## config.mk

```make
export PLATFORM = sky130hd
export DESIGN_NAME = auxdac_sync_ctrl
export DESIGN_NICKNAME = d
export VERILOG_FILES = /design/src/rtl/auxdac_pkg.sv /design/src/rtl/auxdac_ctrl.sv /design/src/rtl/auxdac_dp.sv /design/src/rtl/auxdac_sync_ctrl.sv
export SDC_FILE = /design/constraint.sdc
export NUM_CORES = 1
export LEC_CHECK = 0
export BUFFER_PORTS_ARGS = -buffer_cell sky130_fd_sc_hd__buf_2
export CORE_ASPECT_RATIO = 0.9
export CORE_MARGIN = 2
export CORE_UTILIZATION = 55
export CTS_CLUSTER_SIZE = 12
export DETAILED_ROUTE_END_ITERATION = 8
export PLACE_DENSITY = 0.89
export SYNTH_ARGS = -nofsm -noshare
export SYNTH_HDL_FRONTEND = slang
export SYNTH_HIERARCHICAL = 1
export SYNTH_SLANG_ARGS = --single-unit
```

## constraint.sdc

```tcl
create_clock -name clk -period 1.88 [get_ports clk]
set_input_delay 0.282 -clock clk [delete_from_list [all_inputs] [get_ports clk]]
set_output_delay 0.282 -clock clk [all_outputs]
set_load 0.1 [all_outputs]
```

## src/rtl/auxdac_pkg.sv

```systemverilog
package auxdac_pkg;
  localparam int CH_N     = 3;
  localparam int CODE_W   = 8;
  localparam int ADDR_W   = 3;
  localparam int DATA_W   = 8;
  localparam int SYNC_LSB = 5;
  localparam int SLAVE_BIT = 7;
  localparam logic [ADDR_W-1:0] ADR_CTRL = ADDR_W'(3);
  localparam logic [ADDR_W-1:0] ADR_SYNC = ADDR_W'(4);
  localparam logic [ADDR_W-1:0] ADR_PWR  = ADDR_W'(5);

  // Strobes from control to datapath, one bit per channel
  typedef struct packed {
    logic [CH_N-1:0]   stageWe;    // write staged code from wrCode
    logic [CH_N-1:0]   immLoad;    // load output from wrCode
    logic [CH_N-1:0]   stagedLoad; // load output from staged code
    logic [CODE_W-1:0] wrCode;
  } strobe_t;
endpackage

```

## src/rtl/auxdac_ctrl.sv

```systemverilog
module auxdac_ctrl
  import auxdac_pkg::*;
#(
  parameter int SYNC_FF = 2
) (
  input  logic                   clk,
  input  logic                   rst_n,
  input  logic                   wrEn,
  input  logic [ADDR_W-1:0]      wrAddr,
  input  logic [DATA_W-1:0]      wrData,
  input  logic [ADDR_W-1:0]      rdAddr,
  input  logic                   txPwrDown,
  input  logic [CH_N*CODE_W-1:0] stagedCodes,
  output strobe_t                strb,
  output logic [DATA_W-1:0]      rdData,
  output logic [CH_N-1:0]        pwrEn
);
  logic                slaveEn;
  logic [CH_N-1:0]     syncSel;
  logic [CH_N-1:0]     pwrUp;
  logic [SYNC_FF-1:0]  txSync;
  logic                txPrev;
  logic                txEdge;

  always_ff @(posedge clk or negedge rst_n) begin
    if (!rst_n) begin
      slaveEn <= 1'b0;
      syncSel <= '0;
      pwrUp   <= '0;
      txSync  <= '0;
      txPrev  <= 1'b0;
    end else begin
      txSync <= {txSync[SYNC_FF-2:0], txPwrDown};
      txPrev <= txSync[SYNC_FF-1];
      if (wrEn) begin
        case (wrAddr)
          ADR_CTRL: slaveEn <= wrData[SLAVE_BIT];
          ADR_SYNC: syncSel <= wrData[SYNC_LSB +: CH_N];
          ADR_PWR:  pwrUp   <= wrData[CH_N-1:0];
          default: ;
        endcase
      end
    end
  end

  assign txEdge = txSync[SYNC_FF-1] & ~txPrev;
  assign pwrEn  = pwrUp;

  always_comb begin
    strb.wrCode = wrData[CODE_W-1:0];
    for (int i = 0; i < CH_N; i++) begin
      strb.stageWe[i]    = wrEn && (wrAddr == ADDR_W'(i));
      strb.immLoad[i]    = strb.stageWe[i] && !slaveEn && !syncSel[i];
      strb.stagedLoad[i] = (wrEn && (wrAddr == ADR_CTRL) && slaveEn && wrData[i] && !syncSel[i])
                         || (txEdge && syncSel[i]);
    end
  end

  always_comb begin
    rdData = '0;
    if (rdAddr < ADDR_W'(CH_N)) begin
      rdData[CODE_W-1:0] = stagedCodes[rdAddr*CODE_W +: CODE_W];
    end else begin
      case (rdAddr)
        ADR_CTRL: rdData[SLAVE_BIT] = slaveEn;
        ADR_SYNC: rdData[SYNC_LSB +: CH_N] = syncSel;
        ADR_PWR:  rdData[CH_N-1:0] = pwrUp;
        default: ;
      endcase
    end
  end
endmodule

```

## src/rtl/auxdac_dp.sv

```systemverilog
module auxdac_dp
  import auxdac_pkg::*;
(
  input  logic                   clk,
  input  logic                   rst_n,
  input  strobe_t                strb,
  output logic [CH_N*CODE_W-1:0] stagedCodes,
  output logic [CH_N*CODE_W-1:0] outCodes
);
  for (genvar g = 0; g < CH_N; g++) begin : g_ch
    logic [CODE_W-1:0] staged;
    logic [CODE_W-1:0] outQ;
    always_ff @(posedge clk or negedge rst_n) begin
      if (!rst_n) begin
        staged <= '0;
        outQ   <= '0;
      end else begin
        if (strb.stageWe[g]) staged <= strb.wrCode;
        if (strb.immLoad[g])         outQ <= strb.wrCode;
        else if (strb.stagedLoad[g]) outQ <= staged;
      end
    end
    assign stagedCodes[g*CODE_W +: CODE_W] = staged;
    assign outCodes[g*CODE_W +: CODE_W]    = outQ;
  end
endmodule

```

## src/rtl/auxdac_sync_ctrl.sv

```systemverilog
module auxdac_sync_ctrl
  import auxdac_pkg::*;
(
  input  logic                   clk,
  input  logic                   rst_n,
  input  logic                   wrEn,
  input  logic [ADDR_W-1:0]      wrAddr,
  input  logic [DATA_W-1:0]      wrData,
  input  logic [ADDR_W-1:0]      rdAddr,
  output logic [DATA_W-1:0]      rdData,
  input  logic                   txPwrDown,
  output logic [CH_N*CODE_W-1:0] dacCode,
  output logic [CH_N-1:0]        dacEnable
);
  strobe_t                strb;
  logic [CH_N*CODE_W-1:0] stagedCodes;

  auxdac_ctrl #(.SYNC_FF(2)) u_ctrl (
    .clk(clk), .rst_n(rst_n), .wrEn(wrEn), .wrAddr(wrAddr), .wrData(wrData),
    .rdAddr(rdAddr), .txPwrDown(txPwrDown), .stagedCodes(stagedCodes),
    .strb(strb), .rdData(rdData), .pwrEn(dacEnable)
  );

  auxdac_dp u_dp (
    .clk(clk), .rst_n(rst_n), .strb(strb),
    .stagedCodes(stagedCodes), .outCodes(dacCode)
  );
endmodule

```

==> out/metrics.yaml, run 1 <==
outcome:
  status: "finished, final reports clean"
floorplan:
  die_w_um: 81.2
  initial_utilization: 0.565
  io_pins: 53
  core_area_um2: 5220
  rows: 25
  dieArea_um2: 5970
  die_height_um: 73.5
clock_network:
  clkSinkCount: 58
  path_clk_slew_ns: 0.06
  cts_tree: "yes"
  cts.repair.resized: 0
  cts.htree.levels: 3
  root_buffer: "clkbuf_8"
  cts_buffer_depth: 2
  clk_latency_ns: 0.34
  cts_buffers: 9
  cts_setup_buffers: 0
cells_and_area:
  num-nets-final: 313
  final_cell_mix: "dfrtp_1, buf_2, mux2i_1"
  final_area_um2: 3580
  syn_to_final_growth_pct: 21.4
  final_common_cell: "dfrtp_1"
  diodes: 0
  drive_gt1_frac: 0.403
  fin_cells: 367
placed_design:
  gp_congestion: 0.857
  placed_cell_area_um2: 3350
  port_buffers: 52
  dp_hpwl_mm: 4.73
  dpl.cell_count: 350
global_routing:
  antenna_found_initial: 0
  grt_use_met2: 0.399
  gr-total-overflow: 0
  use_met3: 0.0835
  grt_pass1_vias: 2056
  grt_pass1_wl_mm: 10.7
  top_usage_layer: "met2"
  use_met1: 0.329
  grt_max_degree: 36
  grtUsageTotal: 0.250
timing:
  hold-worst-slack_ns: 0.0487
  rsz0062_at_grt: "no"
  slew_headroom: 0.619
  fin_crit_sh: 0.938
  hold_viol: 0
  period_needed_ns: 1.76
  timing.setup.tns_ns: 0
  fin_worst_skew_ns: 0.00620
  worstMarginPinSlew_ns: 0.572
  slew_viol_final: 0
  final-setup-viol-count: 0
  fmax_mhz: 567
yosys:
  synth_flop_cell: "dfrtp_1"
  yosysSeqAreaShare: 0.492
  yosysWarningCount: 6
  ys_types: 29
  syn_nets: 262
  synth_area_per_cell_um2: 12.1
  ys_ff_latch: 58
  synth_edf_count: 0
  synth_cells: 244
  synthesis.area_um2: 2950
  async_reset_ff_frac: 1.00
worst_setup_path:
  worstPathArrival_ns: 1.48
  cp_max_fo: 3
  cp-end-kind: "output port"
  required_ns: 1.60
  crit_type: "reg -> out"
  start_kind: "flip-flop"
route:
  drt_wl_total_mm: 6.59
  postRouteAntennaNets: 0
  routed-via-count: 2032
  wl_per_cell_um: 18.0
  dr.pass1.iters: 4
  drc: 0
  drt_iter0_markers: 134
  viasPerCell: 5.54
worst_hold_path:
  min_path_type: "in -> reg"
run:
  cap_violations: 0
metrics by stage:
step	setup WS [ns]	utilization
floorplan	-0.551	-
global placement	0.248	0.642
detailed placement	0.218	0.642
CTS	0.0755	0.686
global route	0.0322	0.686
finish	0.116	0.686
flip-flops by register name (all words and copies together) (netlist names):
name / flops
u_ctrl/slaveEn: 1
u_ctrl/pwrEn: 3
u_dp/g_ch.outQ: 24
u_ctrl/txPrev: 1
u_ctrl/txSync: 2
u_dp/g_ch.staged: 24
u_ctrl/syncSel: 3
cells by family after synthesis:
| group | Yosys count | share of synthesized area |
|---|---|---|
| muxes | 67 | 0.271 |
| DFF | 58 | 0.492 |
| AOI/OAI and AO/OA | 37 | 0.0679 |
| buffers and inverters | 24 | 0.0691 |
| and+or+nand+nor | 58 | 0.100 |
layer usage:
metal | up-vias | wire length (µm)
met5 | - | 0
met4 | 0 | 63
met3 | 6 | 454
met2 | 67 | 3260
met1 | 1002 | 2820
li1 | 957 | -
worst max-delay path, cell delays in order (launching register included):
cell     delay, ns
dfrtp_1       0.40
mux2i_1       0.09
or2_2         0.29
a21oi_2       0.18
buf_12        0.19
worst paths after layout:
path	startpoint	depth (start not counted)	slack, ns	end
worst min-delay path	txPwrDown	1	0.05	u_ctrl/txSync[0]$_DFF_PN0_
worst max-delay path	u_dp/g_ch[2].staged[3]$_DFFE_PN0P_	4	0.12	rdData[3]
min in group asynchronous	rst_n	2	0.47	u_dp/g_ch[0].outQ[1]$_DFFE_PN0P_
worst max register to register	u_ctrl/slaveEn$_DFFE_PN0P_	5	0.40	u_dp/g_ch[0].outQ[0]$_DFFE_PN0P_
max in group asynchronous	rst_n	3	0.81	u_dp/g_ch[0].staged[0]$_DFFE_PN0P_
worst min register to register	u_ctrl/txSync[0]$_DFF_PN0_	0	0.36	u_ctrl/txSync[1]$_DFF_PN0_
area by class of cell:
type,count,area [µm²]
clock buffers,11,141
clock inverters,5,77.6
fillers,383,1640
inverters,1,3.75
multi-input cells,162,1350
flip-flops and latches,58,1450
well taps,67,83.8
repair buffers,63,478
Yosys cell counts (2+ instances only):
master	instances	area (µm²)
nand2_1	32	120
o211ai_1	2	15.0
nor4_1	3	18.8
o22ai_1	3	18.8
o21ai_0	4	20.0
mux2_2	7	78.8
dfrtp_1	58	1450
buf_4	10	75.1
nand4_1	4	25.0
nor2b_1	3	18.8
nor2_1	3	11.3
nand3b_1	4	30.0
mux2i_1	36	360
a21oi_1	2	10.0
clkbuf_1	2	7.51
mux2_4	24	360
or2_2	3	18.8
o21ai_1	24	120
buf_6	10	113
repair_timing:
action,in CTS,in global routing
endpoints found under the setup margin,0,0
hold endpoints to repair,23,0
hold buffers,1,0
Power of run 1 is not shown: default switching activity piles up to over one toggle a cycle in this logic, so the estimate is an artifact.
==> run 2: changes to the inputs <==
--- a/config.mk
+++ b/config.mk
@@ -5,13 +5,14 @@
 export SDC_FILE = /design/constraint.sdc
 export NUM_CORES = 1
 export LEC_CHECK = 0
+export ABC_AREA = 1
 export BUFFER_PORTS_ARGS = -buffer_cell sky130_fd_sc_hd__buf_2
 export CORE_ASPECT_RATIO = 0.9
 export CORE_MARGIN = 2
-export CORE_UTILIZATION = 55
+export CORE_UTILIZATION = 39
 export CTS_CLUSTER_SIZE = 12
 export DETAILED_ROUTE_END_ITERATION = 8
-export PLACE_DENSITY = 0.89
+export PLACE_DENSITY = 0.69
 export SYNTH_ARGS = -nofsm -noshare
 export SYNTH_HDL_FRONTEND = slang
 export SYNTH_HIERARCHICAL = 1
==> out/metrics.yaml, run 2 <==
outcome:
  status: "finished, final reports clean"
clock_network:
  cts_buffers: 9  # unchanged
  clk_latency_ns: 0.34  # about the same
  cts_buffer_depth: 2  # unchanged
  root_buffer: "clkbuf_8"
  cts.htree.levels: 3  # unchanged
  cts_tree: "yes"
  clkSinkCount: 58  # unchanged
  path_clk_slew_ns: 0.06  # about the same
timing:
  worstMarginPinSlew_ns: 0.490  # -0.0817 ns
  slew_viol_final: 0  # unchanged
  fin_crit_sh: 0.927  # -0.0112
  rsz0062_at_grt: "no"
  hold_viol: 0  # unchanged
  fin_worst_skew_ns: 0.00780  # +0.00161 ns
  final-setup-viol-count: 0  # unchanged
  slew_headroom: 0.675  # +0.0567
  period_needed_ns: 1.74  # -0.0210 ns
  timing.setup.tns_ns: 0  # unchanged
  setup_ws_ns: 0.137  # +0.0210 ns
  fmax_mhz: 574  # +1.2%
worst_setup_path:
  crit_family: "flip-flops"
  reg2reg_from: "u_ctrl/slaveEn$_DFFE_PN0P_"
  required_ns: 1.60  # about the same
  critical_path_buf_inv_count: 2  # +1
  slowest_delay_ns: 0.54  # +0.14 ns
  cp_cell_sequence: "nand4_1 > nand2_1 > inv_1 > nand2_1 > buf_12"
  path_depth: 5  # +1
  worst_r2r_path_depth: 6  # +1
  start_kind: "flip-flop"
  r2r-end: "u_dp/g_ch[0].outQ[1]$_DFFE_PN0P_"
  cp-end-kind: "output port"
  crit_top_cell: "nand2_1"
  rrSetupSlack_ns: 0.39  # about the same
  crit_type: "reg -> out"
  critPathCapture: "rdData[7]"
  worstPathArrival_ns: 1.46  # -0.02 ns
  cp_max_fo: 8  # +5
  critPathLaunch: "u_ctrl/slaveEn$_DFFE_PN0P_"
  cp_slowest_cell: "dfrtp_1"
power_and_ir_drop:
  switching_share: 0.530
  pwr-share-seq: 0.311
  pwr-share-clk: 0.195
  switching_power_mw: 3.20
  power.internal_mw: 2.83
  vdd.ir_drop.worst_v: 0.00108
  power_density_nw_per_um2: 1620
  p_leak_nw: 2.03
  p_comb_frac: 0.494
route:
  viasPerCell: 4.81  # -13%
  drc: 0  # unchanged
  drt_wl_total_mm: 7.64  # +16%
  routed-via-count: 2730  # +34%
  dr.pass1.iters: 4  # unchanged
  wl_per_cell_um: 13.5  # -25%
  postRouteAntennaNets: 0  # unchanged
  drt_iter0_markers: 245  # +83%
placed_design:
  port_buffers: 52  # unchanged
  dp_hpwl_mm: 5.58  # +18%
  post-place-ws_ns: 0.192  # -0.0258 ns
  placed_cell_area_um2: 3500  # +4.4%
  gp_congestion: 0.991  # +16%
floorplan:
  die_height_um: 88.4  # +20%
  initial_utilization: 0.405  # -0.160
  rows: 30  # +20%
  core_area_um2: 7620  # +46%
  io_pins: 53  # unchanged
  die_w_um: 97.8  # +20%
  dieArea_um2: 8640  # +45%
yosys:
  yosysMostFrequentCell: "nand2_1"
  synth_cells: 416  # +70%
  yosysSeqAreaShare: 0.470  # -0.0215
  synth_common_cells: "nand2_1, dfrtp_1, inv_1, nand3_1, o21ai_1"
  ys_ff_latch: 58  # unchanged
  synth_flop_cell: "dfrtp_1"
  synth_top_cell_area_share: 0.470  # -0.0215
  synth_area_per_cell_um2: 7.42  # -39%
  ys_types: 19  # -34%
  synth_edf_count: 0  # unchanged
  yosysTopAreaCell: "dfrtp_1"
  syn_nets: 434  # +66%
  synthTopCellsByArea: "dfrtp_1, nand2_1, nand3_1, inv_1, o21ai_1"
  synthesis.area_um2: 3090  # +4.6%
  async_reset_ff_frac: 1.00  # unchanged
  yosysWarningCount: 6  # unchanged
global_routing:
  antenna_found_initial: 0  # unchanged
  grt_pass1_wl_mm: 13.1  # +22%
  gr-total-overflow: 0  # unchanged
  grt_max_degree: 59  # +64%
  grtUsageTotal: 0.196  # -0.0538
  grt_pass1_vias: 2692  # +31%
worst_hold_path:
  min_path_type: "in -> reg"
  hold_depth: 1  # unchanged
cells_and_area:
  fillers: 763  # +99%
  final_cell_mix: "nand2_1, dfrtp_1, buf_2"
  drive_gt1_frac: 0.208  # -0.196
  reg_top3: "u_dp/g_ch.outQ x24, u_dp/g_ch.staged x24"
  syn_to_final_growth_pct: 20.5
  final_common_cell: "nand2_1"
  final_area_um2: 3720  # +3.8%
  num-nets-final: 486  # +55%
  diodes: 0  # unchanged
run:
  cap_violations: 0  # unchanged
==> run 2: changes by cell type after synthesis, sizes merged, moves of 10 or more <==
cell,previous run,this run
nand2,32,204
nand3,0,39
mux2,31,0
mux2i,36,0
inv,1,49
nor2,3,13
==> run 2: metrics by stage <==
step	instances	utilization	hold WS, ns	total power [mW]
after floorplan	416	-	-0.0136	4.31
after global placement	552	0.459	0.303	4.85
after detailed placement	552	0.459	0.305	4.88
after CTS	568	0.487	0.0313	6.08
after global routing	568	0.488	0.0373	6.32
final	568	0.488	0.0505	6.03
==> run 2: repair_timing <==
item / 4_1_cts / 5_1_grt
hold buffers: 1 / 0
endpoints found under the hold margin: 58 / 0
gates resized for setup: 0 / 1
setup endpoints to repair: 0 / 1
setup buffers: 0 / 0
==> run 2: cell type report <==
cell class | instances | area, µm² | share of cell area
inverters | 49 | 194 | 0.0522
well taps | 96 | 120 | 0.0323
clock buffers | 13 | 169 | 0.0454
multi-input cells | 291 | 1300 | 0.350
clock inverters | 2 | 35.0 | 0.00942
flip-flops and latches | 58 | 1450 | 0.390
repair buffers | 59 | 448 | 0.120
==> run 2: how the worst min path moves through the flow <==
stage                   start                               end  slack [ns]
floorplan               rst_n       u_ctrl/pwrEn[0]$_DFFE_PN0P_       -0.01
global placement        rst_n  u_dp/g_ch[1].outQ[4]$_DFFE_PN0P_        0.30
detailed placement      rst_n  u_dp/g_ch[1].outQ[4]$_DFFE_PN0P_        0.31
CTS                 txPwrDown        u_ctrl/txSync[0]$_DFF_PN0_        0.03
global route        txPwrDown        u_ctrl/txSync[0]$_DFF_PN0_        0.04
finish              txPwrDown        u_ctrl/txSync[0]$_DFF_PN0_        0.05
==> run 2: metal layers <==
layer,vias up,global-route usage,part of all wire
met5,-,0,0
met2,92,0.315,0.46
li1,1373,-,-
met1,1246,0.248,0.46
met3,19,0.0553,0.062
met4,0,0.0985,0.026
==> run 2: logic make-up after synthesis <==
group	Yosys count	share of synthesized area
AOI/OAI and AO/OA	31	0.0515
buffers and inverters	67	0.112
DFF	58	0.470
and+or+nand+nor	260	0.366
==> run 2: power by group through the flow <==
stage,registers [mW],clock network [mW],logic [mW]
global placement,1.89,0,2.96
finish,1.88,1.17,2.98
CTS,1.88,1.21,2.99
global route,1.93,1.25,3.14
detailed placement,1.90,0,2.98
floorplan,3.60,0,0.716
==> run 2: worst register-to-register path, delay by kind of cell (launching register included) <==
family        cells  cell delay (ns)
flops             1             0.49
buf+inv           2             0.32
simple gates      4             0.62
Note: power is estimated with default switching activity, not from simulation.
